$ cat src/rtl/urx_pkg.sv
package urx_pkg;
   localparam int CELL_LEN_DEF = 53;

   typedef enum logic {
      ASM_HUNT = 1'b0,
      ASM_FILL = 1'b1
   } asm_state_e;
endpackage

$ cat src/rtl/urx_assembler.sv
module urx_assembler
   import urx_pkg::*;
#(
   parameter int CELL_BYTES = CELL_LEN_DEF,
   localparam int IDX_W = $clog2(CELL_BYTES)
) (
   input  logic             clk,
   input  logic             rst_n,
   input  logic             byte_ok,
   input  logic             soc,
   input  logic             sw_en,
   input  logic             space_ok,
   output logic             wr_en,
   output logic [IDX_W-1:0] wr_idx,
   output logic             commit,
   output logic             busy
);
   localparam logic [IDX_W-1:0] LAST = IDX_W'(CELL_BYTES - 1);

   asm_state_e       state;
   logic [IDX_W-1:0] idx;
   logic             may_start;

   assign may_start = sw_en && space_ok;
   assign busy      = (state == ASM_FILL);

   always_ff @(posedge clk or negedge rst_n) begin
      if (!rst_n) begin
         state <= ASM_HUNT;
         idx   <= '0;
      end else if (byte_ok) begin
         if (soc) begin
            if (may_start) begin
               state <= ASM_FILL;
               idx   <= IDX_W'(1);
            end else begin
               state <= ASM_HUNT;
               idx   <= '0;
            end
         end else if (state == ASM_FILL) begin
            if (idx == LAST) begin
               state <= ASM_HUNT;
               idx   <= '0;
            end else begin
               idx <= idx + IDX_W'(1);
            end
         end
      end
   end

   always_comb begin
      wr_en  = 1'b0;
      wr_idx = idx;
      commit = 1'b0;
      if (byte_ok) begin
         if (soc) begin
            wr_en  = may_start;
            wr_idx = '0;
         end else if (state == ASM_FILL) begin
            wr_en  = 1'b1;
            commit = (idx == LAST);
         end
      end
   end
endmodule

$ cat src/rtl/urx_cell_store.sv
module urx_cell_store
   import urx_pkg::*;
#(
   parameter int DEPTH      = 4,
   parameter int CELL_BYTES = CELL_LEN_DEF,
   localparam int IDX_W = $clog2(CELL_BYTES),
   localparam int PTR_W = (DEPTH > 1) ? $clog2(DEPTH) : 1,
   localparam int CNT_W = $clog2(DEPTH + 1)
) (
   input  logic             clk,
   input  logic             rst_n,
   input  logic             wr_en,
   input  logic [IDX_W-1:0] wr_idx,
   input  logic [7:0]       wr_data,
   input  logic             commit,
   input  logic             rd_ready,
   output logic             rd_valid,
   output logic [7:0]       rd_data,
   output logic [IDX_W-1:0] rd_idx,
   output logic             rd_eoc,
   output logic [CNT_W-1:0] cell_cnt
);
   localparam logic [IDX_W-1:0] LAST    = IDX_W'(CELL_BYTES - 1);
   localparam logic [PTR_W-1:0] PTR_TOP = PTR_W'(DEPTH - 1);

   logic [7:0]       mem [DEPTH][CELL_BYTES];
   logic [PTR_W-1:0] wr_ptr, rd_ptr;
   logic             pop;

   function automatic logic [PTR_W-1:0] ptr_next(input logic [PTR_W-1:0] p);
      return (p == PTR_TOP) ? '0 : p + PTR_W'(1);
   endfunction

   assign rd_valid = (cell_cnt != '0);
   assign rd_data  = mem[rd_ptr][rd_idx];
   assign rd_eoc   = rd_valid && (rd_idx == LAST);
   assign pop      = rd_eoc && rd_ready;

   always_ff @(posedge clk) begin
      if (wr_en) mem[wr_ptr][wr_idx] <= wr_data;
   end

   always_ff @(posedge clk or negedge rst_n) begin
      if (!rst_n) begin
         wr_ptr   <= '0;
         rd_ptr   <= '0;
         rd_idx   <= '0;
         cell_cnt <= '0;
      end else begin
         if (commit) wr_ptr <= ptr_next(wr_ptr);
         if (pop) begin
            rd_ptr <= ptr_next(rd_ptr);
            rd_idx <= '0;
         end else if (rd_valid && rd_ready) begin
            rd_idx <= rd_idx + IDX_W'(1);
         end
         case ({commit, pop})
            2'b10:   cell_cnt <= cell_cnt + CNT_W'(1);
            2'b01:   cell_cnt <= cell_cnt - CNT_W'(1);
            default: cell_cnt <= cell_cnt;
         endcase
      end
   end
endmodule

$ cat src/rtl/urx_clav_drive.sv
module urx_clav_drive #(
   parameter int              DEPTH     = 4,
   parameter int              ADDR_W    = 5,
   parameter logic [ADDR_W-1:0] PORT_ADDR = '0,
   parameter bit              L2_MODE   = 1'b0,
   localparam int CNT_W = $clog2(DEPTH + 1)
) (
   input  logic              clk,
   input  logic              rst_n,
   input  logic [ADDR_W-1:0] addr,
   input  logic [CNT_W-1:0]  cell_cnt,
   input  logic              busy,
   input  logic              sw_en,
   output logic              clav,
   output logic              clav_oe
);
   logic room;

   assign room = sw_en && ((int'(cell_cnt) + int'(busy)) < DEPTH);

   generate
      if (L2_MODE) begin : g_polled
         logic poll_hit;
         always_ff @(posedge clk or negedge rst_n) begin
            if (!rst_n) poll_hit <= 1'b0;
            else        poll_hit <= (addr == PORT_ADDR);
         end
         assign clav_oe = poll_hit;
         assign clav    = poll_hit && room;
      end else begin : g_direct
         logic unused_addr;
         assign unused_addr = ^addr;
         assign clav_oe = 1'b1;
         assign clav    = room;
      end
   endgenerate
endmodule

$ cat src/rtl/utopia_cell_rx.sv
module utopia_cell_rx
   import urx_pkg::*;
#(
   parameter int                DEPTH      = 4,
   parameter int                CELL_BYTES = CELL_LEN_DEF,
   parameter int                ADDR_W     = 5,
   parameter logic [ADDR_W-1:0] PORT_ADDR  = '0,
   parameter bit                L2_MODE    = 1'b0,
   localparam int IDX_W = $clog2(CELL_BYTES),
   localparam int CNT_W = $clog2(DEPTH + 1)
) (
   input  logic              clk,
   input  logic              rst_n,
   input  logic [7:0]        rx_data,
   input  logic              rx_soc,
   input  logic              rx_enb_n,
   input  logic [ADDR_W-1:0] rx_addr,
   input  logic              rx_en,
   output logic              rx_clav,
   output logic              rx_clav_oe,
   output logic              rd_cell_valid,
   output logic [7:0]        rd_data,
   output logic [IDX_W-1:0]  rd_idx,
   output logic              rd_eoc,
   input  logic              rd_ready
);
   generate
      if (DEPTH < 1 || DEPTH > 64) begin : g_bad_depth
         $error("DEPTH must lie in 1..64");
      end
      if (CELL_BYTES < 2) begin : g_bad_cell
         $error("CELL_BYTES must be at least 2");
      end
      if (ADDR_W < 1) begin : g_bad_addr
         $error("ADDR_W must be at least 1");
      end
   endgenerate

   logic             byte_ok;
   logic             wr_en;
   logic [IDX_W-1:0] wr_idx;
   logic             commit;
   logic             busy;
   logic [CNT_W-1:0] cell_cnt;
   logic             space_ok;

   assign byte_ok  = !rx_enb_n;
   assign space_ok = (int'(cell_cnt) < DEPTH);

   urx_assembler #(.CELL_BYTES(CELL_BYTES)) u_asm (
      .clk      (clk),
      .rst_n    (rst_n),
      .byte_ok  (byte_ok),
      .soc      (rx_soc),
      .sw_en    (rx_en),
      .space_ok (space_ok),
      .wr_en    (wr_en),
      .wr_idx   (wr_idx),
      .commit   (commit),
      .busy     (busy)
   );

   urx_cell_store #(.DEPTH(DEPTH), .CELL_BYTES(CELL_BYTES)) u_store (
      .clk      (clk),
      .rst_n    (rst_n),
      .wr_en    (wr_en),
      .wr_idx   (wr_idx),
      .wr_data  (rx_data),
      .commit   (commit),
      .rd_ready (rd_ready),
      .rd_valid (rd_cell_valid),
      .rd_data  (rd_data),
      .rd_idx   (rd_idx),
      .rd_eoc   (rd_eoc),
      .cell_cnt (cell_cnt)
   );

   urx_clav_drive #(
      .DEPTH     (DEPTH),
      .ADDR_W    (ADDR_W),
      .PORT_ADDR (PORT_ADDR),
      .L2_MODE   (L2_MODE)
   ) u_clav (
      .clk      (clk),
      .rst_n    (rst_n),
      .addr     (rx_addr),
      .cell_cnt (cell_cnt),
      .busy     (busy),
      .sw_en    (rx_en),
      .clav     (rx_clav),
      .clav_oe  (rx_clav_oe)
   );
endmodule

$ cat config.mk
export PLATFORM = sky130hd
export DESIGN_NAME = utopia_cell_rx
export DESIGN_NICKNAME = d
export VERILOG_FILES = /design/src/rtl/urx_pkg.sv /design/src/rtl/urx_assembler.sv /design/src/rtl/urx_cell_store.sv /design/src/rtl/urx_clav_drive.sv /design/src/rtl/utopia_cell_rx.sv
export SDC_FILE = /design/constraint.sdc
export NUM_CORES = 1
export LEC_CHECK = 0
export BUFFER_PORTS_ARGS = -buffer_cell sky130_fd_sc_hd__buf_2
export CORE_ASPECT_RATIO = 0.7
export CORE_MARGIN = 2
export CORE_UTILIZATION = 50
export CTS_BUF_LIST = sky130_fd_sc_hd__clkbuf_8 sky130_fd_sc_hd__clkbuf_16
export CTS_CLUSTER_SIZE = 20
export DETAILED_ROUTE_END_ITERATION = 8
export MAX_ROUTING_LAYER = met4
export PLACE_DENSITY = 0.66
export RECOVER_POWER = 25
export SLEW_MARGIN = 20
export SYNTH_ARGS = -nofsm -noshare
export SYNTH_HDL_FRONTEND = slang
export SYNTH_SLANG_ARGS = --single-unit
export TNS_END_PERCENT = 1
$ cat constraint.sdc
create_clock -name clk -period 5.7 [get_ports clk]
set_clock_uncertainty 0.1 [all_clocks]
set_input_delay 0.57 -clock clk [delete_from_list [all_inputs] [get_ports clk]]
set_output_delay 0.57 -clock clk [all_outputs]
set_load 0.02 [all_outputs]
## Word level (Yosys, flattened, before mapping)

Memories as Yosys holds them, arrays and structs flattened.
Index checks and enable logic that the tools add are counted.

- Register bits: 20
- Bits in writable memories: 1696
- Input port bits: 19
- Output and inout port bits: 18
- Word-level logic and storage cells: 67
- Memories: 1

Memory list:

| memory | words | width | rd ports | clocked after Yosys merged registers in | wr ports | RTL line | text |
|---|---|---|---|---|---|---|---|
| u_store.mem | 4 | 424 | 1 | 0 | 1 | urx_cell_store.sv:26 | `logic [7:0] mem [DEPTH][CELL_BYTES];` |

- Add/sub/neg operators: 7
- Magnitude comparators: 5
- Equal/unequal tests: 6
- Multiplexer cells: 28
- Bitwise logic cells: 3
- Reductions and logical operators: 11

Operators with widths:

| kind | count |
|---|---|
| 424-bit two-way mux | 1 |
| 8-bit binary-select mux with 6-bit select | 1 |
| 8-bit demux with 6-bit select | 1 |
| 6-bit two-way mux | 7 |
| 32-bit by 4-bit less-than comparator with 1-bit output (second input constant) | 1 |
| 8-bit two-way mux | 3 |
| 7-bit >= comparator (second input constant) | 2 |
| 6-bit NOT with 7-bit output | 2 |
| 6-bit by 1-bit adder with 6-bit output (second input constant) | 2 |
| 6-bit == test (second input constant) | 2 |
| 1-bit two-way mux | 12 |
| 7-bit by 1-bit less-than comparator with 1-bit output (second input constant) | 1 |
| 2-bit == test (second input constant) | 3 |
| 1-bit logical AND | 6 |
| 3-bit case mux with 2 select lines | 1 |
| 2-bit nonzero test | 3 |
| 2-bit by 1-bit adder with 2-bit output (second input constant) | 2 |
| 3-bit by 1-bit adder with 4-bit output | 1 |
| 2-bit two-way mux | 2 |
| 3-bit by 1-bit adder with 3-bit output (second input constant) | 1 |
| 3-bit less-than comparator (second input constant) | 1 |
| 3-bit nonzero test | 1 |
| 3-bit by 1-bit subtractor with 3-bit output (second input constant) | 1 |
| 2-bit by 1-bit == test with 1-bit output (second input constant) | 1 |
| 2 further kinds | 2 |

## Logic depth before layout (Yosys ltp)

Gate-level depths: netlist of the first run.

- Depth in word-level cells: 8
- Mapped depth: 15
- Depth with buffers taken out: 11

## Modules after synthesis

Synthesis of the first run repeated with hierarchy kept, for this count alone.

- Cells, all modules: 3301
- Area total of the unflattened synthesis: 68089.1 µm²

Modules (own cells, without submodules):

| module | instances | cells an instance | area an instance (µm²) | sequential area each (µm²) |
|---|---|---|---|---|
| urx_cell_store | 1 | 3232 | 67541.0 | 51254.2 |
| urx_assembler | 1 | 63 | 516.7 | 175.2 |
| urx_clav_drive | 1 | 4 | 23.8 | 0.0 |
| utopia_cell_rx | 1 | 2 | 7.5 | 0.0 |

## Worst setup path before layout of the first run

OpenSTA, ideal clock, no wires.

- Path type: register -> register
- From: reg u_store.rd_idx[1]
- To: reg u_store.cell_cnt[2]
- Setup time: 0.079 ns
- Arrival: 3.070 ns
- Required time: 5.521 ns
- Slack: 2.451 ns
- Stages on the path, launching flop included: 16
- Buffers on the path: 4
- Clock period less this slack: 3.249 ns
- Path through: dfrtp_1 > buf_2 > inv_2 > buf_2 > clkbuf_1 > ha_1 > and4_1 > clkbuf_1 > nand2_1 > inv_1 > ha_1 > inv_1 > fa_1 > xor2_1 > nor2_1 > xor2_1

- Word-level cells in the longest chain between the ends: 5
- Elaborated cells on any way between the ends: 7
- Classes of those cells: 3 x eq/ne; 1 x mux; 3 x reduce/logical

RTL lines:

| item | RTL line | text |
|---|---|---|
| from (decl) | urx_cell_store.sv:19 | `output logic [IDX_W-1:0] rd_idx,` |
| from (signal assigned) | urx_cell_store.sv:55 | `rd_idx <= rd_idx + IDX_W'(1);` |
| 6-bit == test * | urx_cell_store.sv:36 | `assign rd_eoc = rd_valid && (rd_idx == LAST);` |
| 1-bit logical AND * | urx_cell_store.sv:36 |  |
| 1-bit logical AND * | urx_cell_store.sv:37 | `assign pop = rd_eoc && rd_ready;` |
| 2-bit by 1-bit == test with 1-bit output / 2-bit == test (equally long branches) | urx_cell_store.sv:57 | `case ({commit, pop})` |
| 3-bit case mux with 2 select lines / 2-bit nonzero test (equally long branches) | - |  |
| to (signal assigned) | urx_cell_store.sv:58 | `2'b10: cell_cnt <= cell_cnt + CNT_W'(1);` |
| to (signal assigned) | urx_cell_store.sv:59 | `2'b01: cell_cnt <= cell_cnt - CNT_W'(1);` |
| to (signal assigned) | urx_cell_store.sv:60 | `default: cell_cnt <= cell_cnt;` |
| to (decl) | urx_cell_store.sv:21 | `output logic [CNT_W-1:0] cell_cnt` |

Mark *: on every way between the ends. The rest lies on a longest branch, timed or not.
A chain may end at the register's enable or synchronous reset.

## Final worst setup path of the first run

- From: reg u_store.rd_ptr[0]
- To: out rd_data[1]

- Word-level cells in the longest chain between the ends: 4

RTL lines:

| item | RTL line | text |
|---|---|---|
| from (decl) | urx_cell_store.sv:27 | `logic [PTR_W-1:0] wr_ptr, rd_ptr;` |
| from (signal assigned) | urx_cell_store.sv:52 | `rd_ptr <= ptr_next(rd_ptr);` |
| memory 4 x 424 bit | - |  |
| 8-bit binary-select mux with 6-bit select | urx_cell_store.sv:35 | `assign rd_data = mem[rd_ptr][rd_idx];` |
| 8-bit two-way mux (not written as such) (2 in series) | urx_cell_store.sv:35 |  |
| to (decl) | utopia_cell_rx.sv:22 | `output logic [7:0] rd_data,` |

No other way between the ends. The select of a mux whose other input is x is not followed.

==> results of run 1 <==
[through the flow]
stage / total power, uW / setup slack [ns]
final: 28500 / 0.325
after detailed placement: 18900 / 1.21
after floorplan: 16900 / 2.45
after CTS: 28500 / 0.330
after global placement: 18900 / 1.17
after global routing: 29200 / 0.111
[power by group through the flow]
stage               clock network (uW)  logic (uW)  registers [uW]
floorplan                            0        2690           14200
global placement                     0        4540           14300
detailed placement                   0        4580           14300
CTS                               9850        4600           14100
global route                     10300        4800           14100
finish                            9730        4630           14100
[area by class of cell]
class / count / area [um2]
diodes: 6 / 15.0
clock buffers: 154 / 3850
clock inverters: 123 / 808
fillers: 9780 / 59200
inverters: 21 / 81.3
multi-input cells: 1229 / 15100
flip-flops and latches: 1716 / 51400
well taps: 1767 / 2210
repair buffers: 109 / 973
[metal layers]
layer	GRT usage, %	vias to the layer above	wire (um)
li1	-	13300	-
met1	37.1	17800	69500
met2	34.6	1911	73800
met3	5.55	236	17900
met4	6.72	0	3830
met5	-	-	0
[worst max-delay path, delay by kind of cell (launching register included)]
family                 cells  cell delay (ns)
DFF                        1             0.78
buffers and inverters      2             0.54
AOI/OAI and AO/OA          5             1.59
and+or+nand+nor            1             0.95
[state kept, by name, summed over array words and instances (netlist names)]
register	flops
u_store.rd_ptr	2
u_store.mem	1696
u_store.wr_ptr	2
u_store.rd_idx	6
u_asm.busy	1
u_store.cell_cnt	3
u_asm.idx	6
[kinds of logic (layout without fill, tap and decap cells)]
| family | count (synthesis) | count (layout) | share of synthesized area (%) |
|---|---|---|---|
| simple gates | 489 | 489 | 3.62 |
| flops | 1716 | 1716 | 76.1 |
| xor+xnor | 3 | 3 | 0.0389 |
| buf+inv | 205 | 407 | 1.69 |
| other cells | 1 | 7 | 0.00555 |
| fa+ha+maj | 11 | 11 | 0.215 |
| compound gates | 200 | 200 | 2.09 |
| mux | 525 | 525 | 16.2 |
[cells in the final DEF, fill, tap and decap left out, types with 15 or more instances in the layout]
cell type  count
a221oi_1      15
a22oi_1       49
and3_1        43
a21oi_1       23
nor2_1        99
and2_1       146
mux2i_1       65
buf_2         21
buf_4         53
clkinv_1      40
buf_12        19
a31oi_1       15
dfrtp_1       15
clkbuf_16    154
inv_1         39
nand3_1       26
edfxtp_1    1696
o21ai_0       23
clkinv_2      32
nand2_1      128
mux4_2       456
[final timing paths]
check,end
hold reg to reg,u_store.cell_cnt[0]
setup reg to reg,u_store.cell_cnt[2]
hold / removal,u_asm.busy
setup / recovery,rd_data[1]
max in group asynchronous,u_store.rd_idx[1]
min in group asynchronous,u_store.wr_ptr[1]
[repair_timing]
item,4_1_cts,5_1_grt
hold buffers,4,0
resized for setup,0,0
endpoints found under the hold margin,38,0
==> results.md, run 1 <==
* Outcome: finished, violations left
* Violated checks: capacitance limit, slew limit
* Clock buffer depth at 3
* Flop pwr share at 49.5%
* Worst slew pin tran at 5.50 ns
* Clk pwr share at ~34%
* HP Class: in -> reg
* Final Hold Viols at 0
* Vias in the first global route at 33000
* Synth Instances at 3150
* Max rail drop VDD at 0.273 mV
* Die Area at 138000 um2
* # clock sinks at 1716
* Share of layout cells above drive strength 1 at 23.9%
* Max cap viols at 8
* Most numerous cell in the Yosys netlist: edfxtp_1
* Sw frac at 27.3%
* Detail Route Antenna Nets at 0
* Detailed-route wire length per cell at 32.2 um
* Root buf cell: clkbuf_16
* Final core utilization at 55.7%
* Overall Global Routing Usage at 24.8%
* Psw at 7780 uW
* Register area share after synthesis at between 70% and 80%
* Reg clk slew, reported paths at 0.07 ns
* Port Buffers at 30
* DR vias at 33200
* RePlAce Congestion at between 0.8 and 0.9
* Syn-to-layout area delta at 10.2%
* First-pass GRT wire length at 239000 um
* Setup repair bufs after CTS at 0
* H-tree Lvls at 4
* Synth top area cells: edfxtp_1 75%, mux4_2 15%, and2_1 1.4%, mux2i_1 0.96%, dfrtp_1 0.74%
* HPWL Detailed at 99600 um
* Slew Viols, Final at 722
* Required time of the critical path at 5.03 ns
* Num CTS Buffers at around 150
* Final nets at 3260
* R2R cell count at 12
* First DRT Iteration DRCs at 4821
* Fin Setup TNS at 0 ns
* Asr flop ratio synth at around 1.2%
* Hold_sp: rx_en
* Core ar. at 134000 um2
* Fin cells at roughly 5000
* Slew HR at -266%
* CP startpoint: u_store.rd_ptr[0]
* Pre-Repair DR Iteration Count at 6
* Post-synth net total at 3180
* Worst setup SP type: flip-flop
* Number of remaining DRC errors at 0
* Syn Std Cell Area at roughly 68000 um2
* Design Area, Final at 74400 um2
* DP Area at 69800 um2
* Placement Rows at 112
* Overflow left after global routing at 0
* Post-synth EDFFs at 1696
* Synth top area share at about three quarters
* CTS tree: done
* Final setup viols at 0
* Final Cycle Share at a little over nine tenths
* CP max stage delay at 0.95 ns
* Crit-path cells: buf_12 -> nor2_1 -> a22oi_1 -> o211a_1 -> a311oi_1 -> o311a_1 -> a211oi_1 -> buf_2
* Count of state elements after synthesis at ~1700
* Placed instance count at 4837
* Worst Hold Depth at 3
* Leading area contributor after synthesis: edfxtp_1
* Starting Density at 50.5%
* Avg Inst Size Synth at 21.4 um2
* Initial antenna violation count at 6
* Pwr dens at roughly 380 nW/um2
* IO Count at 37
* Vias per Instance at 6.48
* FF-to-FF setup slack at 2.14 ns
* Worst EP arrival at 4.71 ns
* Highest Clock Rate at 186 MHz
* Top FF cell, synth: edfxtp_1
* Crit path capture type: primary output
* Leak at 0.0233 uW
* Netlist cell types at slightly below 60
* Worst-path fanout max at 60
* Clk_lat worst skew at 0.78 ns
* P_int at 20700 uW
* Final hold slack at roughly 0.11 ns
* Most frequent cells after synthesis: 1696 x edfxtp_1, 456 x mux4_2, 146 x and2_1
* Die height at ~310 um
* Die width at 443 um
* Critical Path Slowest Stage Cell: nor2_1
* Worst R2R Start: u_store.rd_idx[1]
* Final wirelength at approximately 170000 um
* RSZ-0062 raised after global routing: false
* Largest net degree at the start of global routing at 197
* Logic pwr share at 16.3%
* Fin crit period at 5.38 ns
* Synth warnings at 0
* Setup CP Type: reg -> out
Power figures use the tool's default switching activity.
==> run 2: changes to the inputs <==
- BUFFER_PORTS_ARGS: -buffer_cell sky130_fd_sc_hd__buf_2 -> default
- DONT_BUFFER_PORTS: default -> 1
==> run 2 against run 1 <==
The run still ends with capacitance limit, slew limit left. Clock power is 1% higher. Count of clock-buffer cells in the layout is 2 lower. Critical path depth is 1 lower. Combinational power is 2% lower. Largest cell class unchanged. Highest routed layer unchanged.
==> results.md, run 2 (synthesized netlist as in run 1, its figures left out) <==
* Num CTS Buffers at 151
* Core ar. at 134000 um2
* Root buf cell: clkbuf_16
* CP startpoint: u_store.rd_ptr[0]
* Flop pwr share at between 40 and 50%
* Final Cycle Share at 94.6%
* Max rail drop VDD at 0.240 mV
* Highest Clock Rate at 185 MHz
* RePlAce Congestion at 0.886
* DP Area at 69500 um2
* Port Buffers at 0
* Worst EP arrival at 4.72 ns
* Required time of the critical path at 5.03 ns
* Outcome: finished, violations left
* H-tree Lvls at 4
* Starting Density at 50.5%
* Detailed-route wire length per cell at 31.9 um
* Logic pwr share at roughly 16%
* IO Count at 37
* Worst slew pin tran at slightly below 5 ns
* Final Hold Viols at 0
* Fin crit period at about 5.4 ns
* Final wirelength at between 150000 and 200000 um
* RSZ-0062 raised after global routing: false
* Leak at 0.0233 uW
* Hold_sp: rd_ready
* Setup repair bufs after CTS at 0
* Overall Global Routing Usage at 24.3%
* Slew HR at -224%
* Clk pwr share at between 30% and 40%
* Pre-Repair DR Iteration Count at 6
* Number of flip-flops in the largest register at between 1500 and 2000
* CTS tree: done
* Die height at just over 300 um
* Clk_lat worst skew at a little under 0.8 ns
* # clock sinks at 1716
* Setup CP Type: reg -> out
* First DRT Iteration DRCs at 4710
* Sw frac at between 20% and 30%
* Share of layout cells above drive strength 1 at 23.3%
* Max cap viols at 8
* First-pass GRT wire length at ~230000 um
* Worst-path fanout max at 48
* Crit path capture type: primary output
* Largest registers: u_store.mem: 1696 flops, u_asm.idx: 6 flops, u_store.rd_idx: 6 flops
* Design Area, Final at 74300 um2
* Reg clk slew, reported paths at 0.07 ns
* Post-route setup slack at 0.309 ns
* Clock buffer depth at 3
* Largest Register: u_store.mem
* Fin Setup TNS at 0 ns
* Number of remaining DRC errors at 0
* Worst setup SP type: flip-flop
* Overflow left after global routing at 0
* Psw at 7730 uW
* Setup WS pre-CTS at 1.09 ns
* Worst R2R Start: u_store.rd_idx[1]
* Vias in the first global route at 32300
* Most frequent cells in the layout: 1696 x edfxtp_1, 456 x mux4_2, 152 x clkbuf_16
* DR vias at 32800
* Largest net degree at the start of global routing at between 200 and 250
* Violated checks: capacitance limit, slew limit
* Final setup viols at 0
* P_int at 20900 uW
* Slew Viols, Final at 1704
* HP Class: in -> reg
* Final nets at 3231
* HPWL Detailed at 95300 um
* Total power at approximately 29000 uW
* Fillers at 9739
* Placement Rows at between 100 and 150
* Syn-to-layout area delta at 9.99%
* Die Area at roughly 140000 um2
* Final core utilization at roughly 56%
* Initial antenna violation count at 7
* Pwr dens at 385 nW/um2
* Most common cell after layout, fill and taps aside: edfxtp_1
* Detail Route Antenna Nets at 0
* Die width at 443 um
* Vias per Instance at 6.43
## run 2: cell types whose count changed in the layout (fill, tap and decap cells not counted), moves of 4 or more
cell	before	now
buf_12	19	15
buf_2	21	0
bufinv_16	4	9
clkbuf_1	8	1
clkbuf_2	4	8
clkinv_1	40	24
clkinv_4	5	1
inv_1	39	56
## run 2: path summary, 6_finish.rpt
| kind | slack, ns | end | cells after the start |
|---|---|---|---|
| max | 0.31 | rd_data[3] | 7 |
| min | 0.08 | u_store.rd_idx[0] | 2 |
| max reg2reg | 1.99 | u_store.cell_cnt[2] | 12 |
| min reg2reg | 0.43 | u_store.cell_cnt[2] | 1 |
| max in group asynchronous | 3.86 | u_store.rd_ptr[1] | 2 |
| min in group asynchronous | 0.65 | u_asm.idx[1] | 2 |
## run 2: critical path, cell delays in order (launching register included)
cell and delay, ns:
dfrtp_4 1.09, buf_12 0.43, mux4_2 0.59, mux4_2 0.51, a22oi_1 0.59, nand2_1 0.25
o22ai_1 0.17, nor2_1 0.18
## run 2: power groups by stage
stage          logic (uW)  clock network [uW]  registers, uW
2_1_floorplan        2690                   0          14200
3_3_place_gp         4250                   0          14400
3_5_place_dp         4260                   0          14400
4_1_cts              4500               10000          14100
5_1_grt              4690               10500          14200
6_report             4550                9860          14200
## run 2: area by class of cell
class / count / area (um2) / share of cell area [%]
inverter: 21 / 81.3 / 0.109
clock inverter: 123 / 932 / 1.25
tap: 1767 / 2210 / 2.97
timing repair buffer: 82 / 792 / 1.07
antenna: 8 / 20.0 / 0.0269
clock buffer: 152 / 3800 / 5.12
multi-input combinational: 1229 / 15000 / 20.2
sequential: 1716 / 51400 / 69.2
## run 2: through the flow
| step | std cells | hold slack, ns |
|---|---|---|
| finish | 5098 | 0.0825 |
| global route | 5093 | 0.0891 |
| CTS | 5089 | 0.0238 |
| detailed placement | 4801 | 0.182 |
| global placement | 4801 | 0.182 |
| floorplan | 3150 | 0.174 |
## run 2: timing repair
item                                   in CTS  in global routing
endpoints found under the hold margin    1727                 20
gates resized for setup                     0                  0
hold buffers                               13                  1
## run 2: layer usage
metal	share of wire (%)	vias to the layer above	global-route usage (%)
li1	-	13200	-
met1	41	17400	36.2
met2	45	1892	33.6
met3	12	231	6.32
met4	2.1	0	6.04
met5	0	-	-
